===== config.mk =====
export PLATFORM = sky130hd
export DESIGN_NAME = acc_alu
export DESIGN_NICKNAME = d
export VERILOG_FILES = /design/src/rtl/acc_alu.sv
export SDC_FILE = /design/constraint.sdc
export NUM_CORES = 1
export LEC_CHECK = 0
export ABC_AREA = 1
export BUFFER_PORTS_ARGS = -buffer_cell sky130_fd_sc_hd__clkbuf_2
export CORE_AREA = 10 10 113 115
export CTS_CLUSTER_SIZE = 30
export DETAILED_ROUTE_END_ITERATION = 16
export DIE_AREA = 0 0 123 125
export PLACE_DENSITY_LB_ADDON = 0.25
export SYNTH_ARGS = -nofsm -noshare
export SYNTH_HDL_FRONTEND = slang
export SYNTH_SLANG_ARGS = --single-unit
export TNS_END_PERCENT = 10

===== constraint.sdc =====
create_clock -name clk -period 0.8 [get_ports clk]
set_input_delay 0.16 -clock clk [delete_from_list [all_inputs] [get_ports clk]]
set_output_delay 0.16 -clock clk [all_outputs]
set_load 0.1 [all_outputs]

===== src/rtl/acc_alu.sv =====
module acc_alu (
  input  logic       clk,
  input  logic       rst_n,
  input  logic       en,
  input  logic [4:0] op,
  input  logic [7:0] acc_in,
  input  logic [7:0] opnd,
  input  logic [4:0] flags_in,
  output logic [7:0] acc_q,
  output logic [4:0] flags_q
);
  localparam int FCY = 0, FP = 1, FAC = 2, FZ = 3, FS = 4;
  localparam logic [4:0] OP_ADD = 5'd0,  OP_ADC = 5'd1,  OP_SUB = 5'd2,  OP_SBB = 5'd3;
  localparam logic [4:0] OP_CMP = 5'd4,  OP_AND = 5'd5,  OP_XOR = 5'd6,  OP_OR  = 5'd7;
  localparam logic [4:0] OP_RLC = 5'd8,  OP_RRC = 5'd9,  OP_RAL = 5'd10, OP_RAR = 5'd11;
  localparam logic [4:0] OP_CMA = 5'd12, OP_CMC = 5'd13, OP_STC = 5'd14, OP_INC = 5'd15;
  localparam logic [4:0] OP_DEC = 5'd16, OP_DAA = 5'd17;

  wire       cy_in = flags_in[FCY];
  wire       use_c = (op == OP_ADC) || (op == OP_SBB);
  wire [8:0] cx    = {8'd0, use_c & cy_in};

  wire [8:0] sum   = {1'b0, acc_in} + {1'b0, opnd} + cx;
  wire [4:0] lsum  = {1'b0, acc_in[3:0]} + {1'b0, opnd[3:0]} + cx[4:0];
  wire [8:0] diff  = {1'b0, acc_in} - {1'b0, opnd} - cx;
  wire [4:0] ldiff = {1'b0, acc_in[3:0]} - {1'b0, opnd[3:0]} - cx[4:0];

  wire       lo_fix = (acc_in[3:0] > 4'd9) || flags_in[FAC];
  wire [8:0] da_t   = {1'b0, acc_in} + (lo_fix ? 9'd6 : 9'd0);
  wire       hi_fix = cy_in || da_t[8] || (da_t[7:4] > 4'd9);

  logic [7:0] res, val;
  logic [4:0] fo;
  logic       szp;

  always_comb begin
    res = acc_in;
    val = acc_in;
    fo  = flags_in;
    szp = 1'b0;
    unique case (op)
      OP_ADD, OP_ADC: begin
        res = sum[7:0];
        fo[FCY] = sum[8];
        fo[FAC] = lsum[4];
        szp = 1'b1;
      end
      OP_SUB, OP_SBB, OP_CMP: begin
        if (op != OP_CMP) res = diff[7:0];
        val = diff[7:0];
        fo[FCY] = diff[8];
        fo[FAC] = ldiff[4];
        szp = 1'b1;
      end
      OP_AND: begin
        res = acc_in & opnd;
        fo[FCY] = 1'b0;
        fo[FAC] = 1'b1;
        szp = 1'b1;
      end
      OP_XOR, OP_OR: begin
        res = (op == OP_XOR) ? (acc_in ^ opnd) : (acc_in | opnd);
        fo[FCY] = 1'b0;
        fo[FAC] = 1'b0;
        szp = 1'b1;
      end
      OP_RLC: begin res = {acc_in[6:0], acc_in[7]}; fo[FCY] = acc_in[7]; end
      OP_RRC: begin res = {acc_in[0], acc_in[7:1]}; fo[FCY] = acc_in[0]; end
      OP_RAL: begin res = {acc_in[6:0], cy_in};     fo[FCY] = acc_in[7]; end
      OP_RAR: begin res = {cy_in, acc_in[7:1]};     fo[FCY] = acc_in[0]; end
      OP_CMA: res = ~acc_in;
      OP_CMC: fo[FCY] = ~cy_in;
      OP_STC: fo[FCY] = 1'b1;
      OP_INC: begin
        res = acc_in + 8'd1;
        fo[FAC] = (acc_in[3:0] == 4'hF);
        szp = 1'b1;
      end
      OP_DEC: begin
        res = acc_in - 8'd1;
        fo[FAC] = (acc_in[3:0] == 4'h0);
        szp = 1'b1;
      end
      OP_DAA: begin
        res = da_t[7:0] + (hi_fix ? 8'h60 : 8'h00);
        fo[FAC] = (acc_in[3:0] > 4'd9);
        fo[FCY] = hi_fix;
        szp = 1'b1;
      end
      default: ;
    endcase
    if (op != OP_CMP) val = res;
    if (szp) begin
      fo[FS] = val[7];
      fo[FZ] = (val == 8'd0);
      fo[FP] = ~^val;
    end
  end

  always_ff @(posedge clk or negedge rst_n) begin
    if (!rst_n) begin
      acc_q   <= 8'd0;
      flags_q <= 5'd0;
    end else if (en) begin
      acc_q   <= res;
      flags_q <= fo;
    end
  end
endmodule



# Word-level counts from Yosys, hierarchy flattened
# Cells that the tools add are included.
# op_classes
add_sub_neg	12
magnitude_cmp	2
n_mux	12
n_reduce_logical	15
bitwise_logic	6
eq_ne	19
n_shift	0
div_mod_pow	0
mul	0
# ops
op	n
$pmux W8 S12	1
$eq A5 B4 Y1 const B	8
$mux W8	4
$eq A5 B3 Y1 const B	4
$reduce_or A11 Y1	1
$eq A5 B2 Y1 const B	2
$eq A5 B5 Y1 const B	2
$add A8 B3 Y9	1
$add A8 B8 Y9	1
$add A9 B1 Y9	1
$sub A8 B8 Y9	1
$sub A9 B1 Y9	1
$add A8 B1 Y8 const B	1
$add A8 B7 Y8	1
$and A8 B8 Y8	1
$gt A4 B4 Y1 const B	2
$logic_not A8 Y1	1
$not A8 Y8	1
$or A8 B8 Y8	1
$pmux W1 S8	1
$reduce_or A2 Y1	4
$reduce_xnor A8 Y1	1
$sub A8 B1 Y8 const B	1
$xor A8 B8 Y8	1
other kinds (18)	23
# word_totals
ramBits	0
reg_bits	13
latchBits	0
word_cells	68
memories	0
rom_bits	0

# Depth between registers and ports, before layout
# Gate-level depths: netlist (run 1).
# depth
word_depth	12
mapped_depth	28

# Least setup slack after synthesis (run 1)
# Ideal clock, no wire load.
# synth_timing
path_type	input to register
from	in acc_in[3]
to	reg flags_q[1]
path_stages	28
setup_slack_ns	-3.156
n_path_buf	1
arrival_time_ns	3.827
path_cell_list	clkbuf_2 -> inv_1 -> nor2_1 -> nor2_1 -> inv_1 -> ha_1 -> inv_1 -> fa_1 -> nor2_1 -> nand2_1 -> nand2_1 -> nand2_1 -> o21ai_0 -> nand2_1 -> ha_1 -> fa_1 -> nand2_1 -> o221ai_1 -> nor3_1 -> nand2_1 -> nor2_1 -> nand3_1 -> o21ai_1 -> ha_1 -> xnor2_1 -> xnor2_1 -> o21ai_0 -> o21ai_0
# synth_via
elab_chain_cells	12
# synth_lines
element	line	source
from (decl)	6	input logic [7:0] acc_in,
$gt A4 B4 Y1	28	wire lo_fix = (acc_in[3:0] > 4'd9) || flags_in[FAC];
$logic_or A1 B1 Y1	28	
$mux W3	29	wire [8:0] da_t = {1'b0, acc_in} + (lo_fix ? 9'd6 : 9'd0);
$add A8 B3 Y9	29	
$gt A4 B4 Y1 / $logic_or A1 B1 Y1 (equally long branches)	30	wire hi_fix = cy_in || da_t[8] || (da_t[7:4] > 4'd9);
$logic_or A1 B1 Y1	30	
$mux W7	85	res = da_t[7:0] + (hi_fix ? 8'h60 : 8'h00);
$add A8 B7 Y8	85	
$pmux W8 S12	41	unique case (op)
$mux W8 (*)	92	if (op != OP_CMP) val = res;
$reduce_xnor A8 Y1 (*)	96	fo[FP] = ~^val;
$mux W1 (*)	93	if (szp) begin
to (signal assigned)	106	flags_q <= fo;
to (decl)	10	output logic [4:0] flags_q
# Every way passes the cells marked *; elsewhere a longest branch is shown, timed or not.
# A chain may end at the register's enable or synchronous reset.

# Worst setup path in the final report (run 1)
# Ends and elaborated chain as after synthesis.

==> results of run 1 <==
what timing repair did:
item | 4_1_cts | 5_1_grt
hold endpoints to repair | 13 | 0
gates resized for setup | 27 | 18
setup buffers | 6 | 1
endpoints found under the setup margin | 26 | 26
pin swaps | 17 | 10
hold buffers | 1 | 0
area by class of cell:
type,instances,area share [%]
sequential,13,6.34
clock buffer,4,0.878
inverter,74,5.53
timing repair buffer,203,32.7
multi-input combinational,415,51.1
tap,140,3.41
layer usage:
| metal | vias to the layer above | global-route usage (%) |
|---|---|---|
| met2 | 117 | 29.0 |
| met4 | 0 | 3.29 |
| met3 | 16 | 1.53 |
| met1 | 1850 | 20.9 |
| li1 | 2095 | - |
| met5 | - | 0 |
worst reg2reg max path: cells and delay by family, from the launching register on:
kind | cells | cell delay, ps
flip-flops | 1 | 400
AND/OR/NAND/NOR | 1 | 50
AO/OA/AOI/OAI | 1 | 150
power by group through the flow:
stage	Combinational (mW)	Clock [mW]	Sequential [mW]
2_1_floorplan	1.48	0	1.64
3_5_place_dp	4.20	0	0.903
3_3_place_gp	4.15	0	0.895
4_1_cts	4.36	0.572	0.894
5_1_grt	4.85	0.597	0.906
6_report	4.48	0.552	0.891
final timing paths:
path,end,slack [ps],cells past startpoint
setup / recovery,flags_q[1]$_DFFE_PN0P_,-2880,26
hold / removal,flags_q[3]$_DFFE_PN0P_,160,3
setup reg to reg,acc_q[2]$_DFFE_PN0P_,120,2
hold reg to reg,flags_q[3]$_DFFE_PN0P_,530,2
max in group asynchronous,flags_q[2]$_DFFE_PN0P_,220,2
min in group asynchronous,flags_q[4]$_DFFE_PN0P_,350,2
registers in the layout, indices dropped and copies added (netlist names):
| signal | flops |
|---|---|
| acc_q | 8 |
| flags_q | 5 |
cells by family after synthesis:
| family | count (synthesis) | synth area share [%] |
|---|---|---|
| mux | 1 | 0.322 |
| compound gates | 91 | 17.0 |
| fa+ha+maj | 50 | 21.8 |
| buf+inv | 81 | 10.1 |
| xor+xnor | 12 | 3.39 |
| simple gates | 261 | 36.9 |
| flops | 13 | 10.5 |
per-stage QoR:
step	instance area [µm²]	hold slack, ps	total power [mW]	cells
floorplan	3150	-136	3.11	509
global placement	4840	61.8	5.05	837
detailed placement	4840	61.5	5.10	837
CTS	5060	157	5.83	848
global route	5130	164	6.35	849
finish	5130	155	5.92	849
synthesized netlist by cell type, drive strengths merged, types with 3 or more instances:
cell / n / area share [%]
nand3b: 3 / 0.73
o22ai: 4 / 0.81
nand2: 141 / 17
nor3: 10 / 1.8
xnor2: 4 / 1.1
o221ai: 4 / 1.1
ha: 43 / 17
dfrtp: 13 / 10
nand4: 13 / 2.6
o211ai: 4 / 0.97
nor2: 45 / 5.8
inv: 72 / 8.7
or2: 4 / 0.81
nand3: 42 / 7.1
xor2: 8 / 2.3
a21oi: 27 / 4.4
buf: 5 / 0.81
fa: 7 / 4.5
o21ai: 37 / 6.0
a211oi: 4 / 0.97
==> impl_metrics.json, run 1 <==
{
  "syn_nets": 588,
  "cts_buffers": 3,
  "grt_pass1_wl_um": 20600,
  "clock-root-buffer": "clkbuf_8",
  "antennaDiodeCount": 0,
  "period_needed_ps": 3680,
  "pre_cts_slack_ps": -3350,
  "synth_cells": 509,
  "violations": "negative setup slack",
  "status": "finished, violations left",
  "areaGrowthSynthToFinish_pct": 65.3,
  "fin_tns_setup_ps": -28120,
  "routed_via_density": 4.80,
  "fin_ws_ps": -2880,
  "ys.flop_type": "dfrtp_1",
  "ant_nets": 0,
  "power.density_nw_per_um2": 1150,
  "synth_warnings": 0,
  "clk_latency_ps": 230,
  "p_sw_share_pct": 47.3,
  "core_area_um2": 10600,
  "pwr-share-clk_pct": 9.3,
  "cp_slowest_cell": "fa_2",
  "h-tree-depth": 1,
  "wl_met3_um": 639,
  "wirelength_um": 12700,
  "synth-seq-area-share_pct": 10.5,
  "critPathMaxStageDelay_ps": 420,
  "grt-ovfl-total": 0,
  "startpoint_type": "input pin",
  "fp.dieW_um": 123,
  "worst_pin_slew_ps": 333,
  "synth.ff_latch_count": 13,
  "relSlewSlack_pct": 77.6,
  "met2_length_um": 6340,
  "setup.worst_path.end_class": "register",
  "seqCellArea_um2": 325,
  "num_rows": 38,
  "utilization_pct": 48.4,
  "critPathLaunch": "acc_in[3]",
  "irDropWorstVdd_uv": 1070,
  "routabilityCongestion": 0.963,
  "required_ps": 960,
  "synth_area_um2": 3100,
  "synth_cell_types": 42,
  "port_buffers": 41,
  "p_leak_nw": 2.73,
  "clockBufferDepth": 2,
  "syn_avg_cell_area_um2": 6.10,
  "p_int_mw": 3.12,
  "drt-pass1-iter-count": 5,
  "seq_power_share_pct": 15.0,
  "wl_per_cell_um": 15.0,
  "mostFrequentLayoutCell": "buf_4",
  "grt_usage_pct": 16.4,
  "fin_skew_ps": 0,
  "die_h_um": 125,
  "cts_tree": "built",
  "cap_violations": 0,
  "grt_pass1_vias": 4159,
  "final_cell_mix": "155 x buf_4, 129 x nand2_1, 64 x inv_1",
  "fmax_ghz": 0.271,
  "crit_type": "input pin to register",
  "vias": 4078,
  "start_util_pct": 29.3,
  "slew_violations": 0,
  "setup_viol": 26,
  "layout-drive-gt1-share_pct": 36.7,
  "final_net_count": 789,
  "grt_setup_unrepaired": "true",
  "clk_pin_slew_ps": 50,
  "cts.sinks": 13,
  "synth_edf_count": 0,
  "async_flop_share_pct": 100,
  "antenna_found_initial": 0,
  "arrival_ps": 3840,
  "hold_path_class": "input pin to register",
  "drtIter0Drc": 322,
  "cp.buffers_inverters": 4,
  "cp_max_fo": 4,
  "crit_family": "adder cells",
  "num-fill-cells": 1108,
  "p_sw_mw": 2.80,
  "drc": 0,
  "wl_met1_um": 5530,
  "multi_input_area_um2": 2620,
  "io-pin-count": 42,
  "grt_max_degree": 17,
  "dpl.hpwl_um": 11100,
  "top_layer_used": "met4",
  "worstHoldStart": "flags_in[3]",
  "dieArea_um2": 15400,
  "hold_viol_final": 0,
  "p_comb_share_pct": 75.6,
  "timing.final.crit_share_pct": 460,
  "rr_startpoint": "acc_q[2]$_DFFE_PN0P_"
}
(Power assumes the default switching activity.)
==> run 2: changes to the inputs <==
Settings changed: ABC_AREA 1 to not set, CORE_AREA 10 10 113 115 to 10 10 120 122, DIE_AREA 0 0 123 125 to 0 0 130 132.
==> run 2 against run 1 <==
- the run still ends with negative setup slack left
- clock power increased by 69%
- synthesized cell count decreased by 12%
- global-route usage increased by 0.64 points
- power increased by 12%
- cell area increased by 7.3%
- non-clock buffer count increased by 9
- sequential cell count unchanged
- register-to-register slack got worse by 430 ps
- wire length increased by 18%
- critical endpoint unchanged
- highest routed layer unchanged
==> impl_metrics.json, run 2 <==
{
  "status": "finished, violations left",
  "violations": "negative setup slack",
  "grt_usage_pct": 17.0,
  "power.density_nw_per_um2": 1210,
  "wirelength_um": 15000,
  "synth_edf_count": 0,
  "wl_met1_um": 6430,
  "path_cells": "buf_8 -> or2_4 -> a21o_1 -> ha_2 -> inv_2 -> fa_2 -> and3b_2 -> nor3b_4 -> nor3_2 -> a311o_1 -> ha_2 -> fa_2 -> xor2_1 -> xnor2_1 -> a211oi_1 -> o211a_1 -> o221a_1 -> ha_1 -> xnor2_1 -> xnor2_1 -> nand2_1 -> o21ai_1 -> a21oi_1",
  "irDropWorstVdd_uv": 808,
  "hold_path_class": "input pin to register",
  "grt-ovfl-total": 0,
  "drc": 0,
  "cap_violations": 0,
  "final_net_count": 718,
  "cts_buffers": 3,
  "critPathMaxStageDelay_ps": 330,
  "syn_nets": 529,
  "grt_pass1_wl_um": 23500,
  "fin_ws_ps": -3190,
  "cp_max_fo": 3,
  "synth_area_leaders": "ha_1 15%, dfrtp_1 9.2%, fa_1 4.0%",
  "startpoint_type": "input pin",
  "io-pin-count": 42,
  "cts.sinks": 13,
  "synth_warnings": 0,
  "synth_most_common_cell": "ha_1",
  "p_leak_nw": 2.56,
  "antennaDiodeCount": 0,
  "core_area_um2": 11900,
  "synth_top_cell_by_area": "ha_1",
  "ant_nets": 0,
  "fmax_ghz": 0.251,
  "hold_viol_final": 0,
  "top_regs": "acc_q: 8 flops, flags_q: 5 flops",
  "mostFrequentLayoutCell": "buf_4",
  "slew_violations": 0,
  "async_flop_share_pct": 100,
  "routabilityCongestion": 0.964,
  "ys.flop_type": "dfrtp_1",
  "cp.buffers_inverters": 2,
  "fp.dieW_um": 130,
  "synth-seq-area-share_pct": 9.20,
  "antenna_found_initial": 0,
  "num_rows": 40,
  "cp-endpoint": "flags_q[1]$_DFFE_PN0P_",
  "crit_family": "adder cells",
  "stdcell_count": 785,
  "cp.depth": 23,
  "setup_viol": 26,
  "areaGrowthSynthToFinish_pct": 55.8,
  "grt_pass1_vias": 4404,
  "syn_avg_cell_area_um2": 7.85,
  "seqCellArea_um2": 325,
  "dp_cells": 777,
  "multi_input_area_um2": 3060,
  "power_mw": 6.64,
  "port_buffers": 41,
  "cpMostUsedCell": "xnor2_1",
  "pre_cts_slack_ps": -3460,
  "period_needed_ps": 3990,
  "timing.final.crit_share_pct": 498,
  "netlist_top_cells_count": "43 x ha_1, 31 x inv_1, 30 x nand2_1, 27 x nor2_1",
  "largest_reg_flops": 8,
  "critPathLaunch": "acc_in[1]",
  "synth_area_um2": 3530,
  "met2_length_um": 7070,
  "whs_ps": 226,
  "worstHoldStart": "flags_in[3]",
  "required_ps": 920,
  "worst_r2r_path_depth": 4,
  "cts_tree": "built",
  "synth_top_area_share_pct": 15.2,
  "cp_slowest_cell": "fa_2",
  "regToRegSetupSlack_ps": -310,
  "synth_cell_types": 81,
  "setup.worst_path.end_class": "register",
  "r2r-end": "flags_q[4]$_DFFE_PN0P_",
  "wl_met3_um": 1030,
  "wl_per_cell_um": 19.1,
  "drtIter0Drc": 297,
  "rr_startpoint": "flags_q[4]$_DFFE_PN0P_",
  "final_cell_mix": "165 x buf_4, 41 x ha_1, 30 x inv_1, 30 x nand2_1",
  "largest_register": "acc_q",
  "relSlewSlack_pct": 68.0,
  "grt_setup_unrepaired": "true",
  "die_h_um": 132,
  "synth.ff_latch_count": 13,
  "num-fill-cells": 1197,
  "grt_max_degree": 36,
  "clk_pin_slew_ps": 40,
  "drt-pass1-iter-count": 5,
  "start_util_pct": 29.7,
  "fin_skew_ps": 0,
  "routed_via_density": 5.48,
  "stdcell_area_um2": 5510,
  "crit_type": "input pin to register",
  "worst_pin_slew_ps": 469,
  "fin_tns_setup_ps": -29820,
  "h-tree-depth": 1,
  "vias": 4302,
  "synth_cells": 450,
  "clk_latency_ps": 240,
  "top_layer_used": "met4",
  "clock-root-buffer": "clkbuf_16",
  "arrival_ps": 4110,
  "dpl.hpwl_um": 12400,
  "dieArea_um2": 17200,
  "clockBufferDepth": 2,
  "utilization_pct": 46.2,
  "layout-drive-gt1-share_pct": 42.9,
  "placed_cell_area_um2": 5220
}
[run 2: logic make-up after synthesis]
| family | Yosys count | synth area share [%] |
|---|---|---|
| AOI/OAI and AO/OA | 149 | 30.3 |
| muxes | 15 | 4.57 |
| buffers and inverters | 59 | 8.42 |
| adders and majority gates | 50 | 19.2 |
| DFF | 13 | 9.20 |
| and+or+nand+nor | 142 | 22.8 |
| xor gates and xnor gates | 22 | 5.45 |
[run 2: how the worst min path moves through the flow]
| stage | endpoint | slack (ps) | cells past startpoint |
|---|---|---|---|
| final | flags_q[3]$_DFFE_PN0P_ | 230 | 3 |
| after global routing | flags_q[3]$_DFFE_PN0P_ | 250 | 3 |
| after CTS | flags_q[3]$_DFFE_PN0P_ | 230 | 3 |
| after detailed placement | acc_q[0]$_DFFE_PN0P_ | 70 | 1 |
| after global placement | acc_q[1]$_DFFE_PN0P_ | 70 | 1 |
| after floorplan | acc_q[0]$_DFFE_PN0P_ | -140 | 0 |
[run 2: power by group]
part	total [mW]	internal (mW)	leakage, nW	switching [mW]
clock	0.931	0.671	0.0382	0.261
sequential	0.888	0.771	0.152	0.117
combinational	4.82	2.19	2.37	2.63
[run 2: metal layers]
metal | vias to the layer above | track usage [%]
met4 | 0 | 6.00
met5 | - | 0
met3 | 34 | 2.53
met1 | 2048 | 21.7
li1 | 2063 | -
met2 | 157 | 28.1
[run 2: area by class of cell]
class                      count  share of cell area, %
inverter                      31                   2.11
multi-input combinational    378                   55.6
sequential                    13                   5.91
tap                          147                   3.34
timing repair buffer         212                   31.6
clock buffer                   4                   1.43
[run 2: worst register-to-register path, stage by stage (launching register included)]
cell and delay [ps]:
dfrtp_1 390, o2bb2ai_1 180, o21bai_1 190, o22ai_1 170, a21oi_1 60
[run 2: timing repair]
| item | CTS | global route |
|---|---|---|
| setup buffers | 2 | 1 |
| endpoints found under the hold margin | 13 | 0 |
| setup endpoints to repair | 26 | 26 |
| hold buffers | 1 | 0 |
| resized for setup | 28 | 10 |
| pin swaps | 19 | 6 |
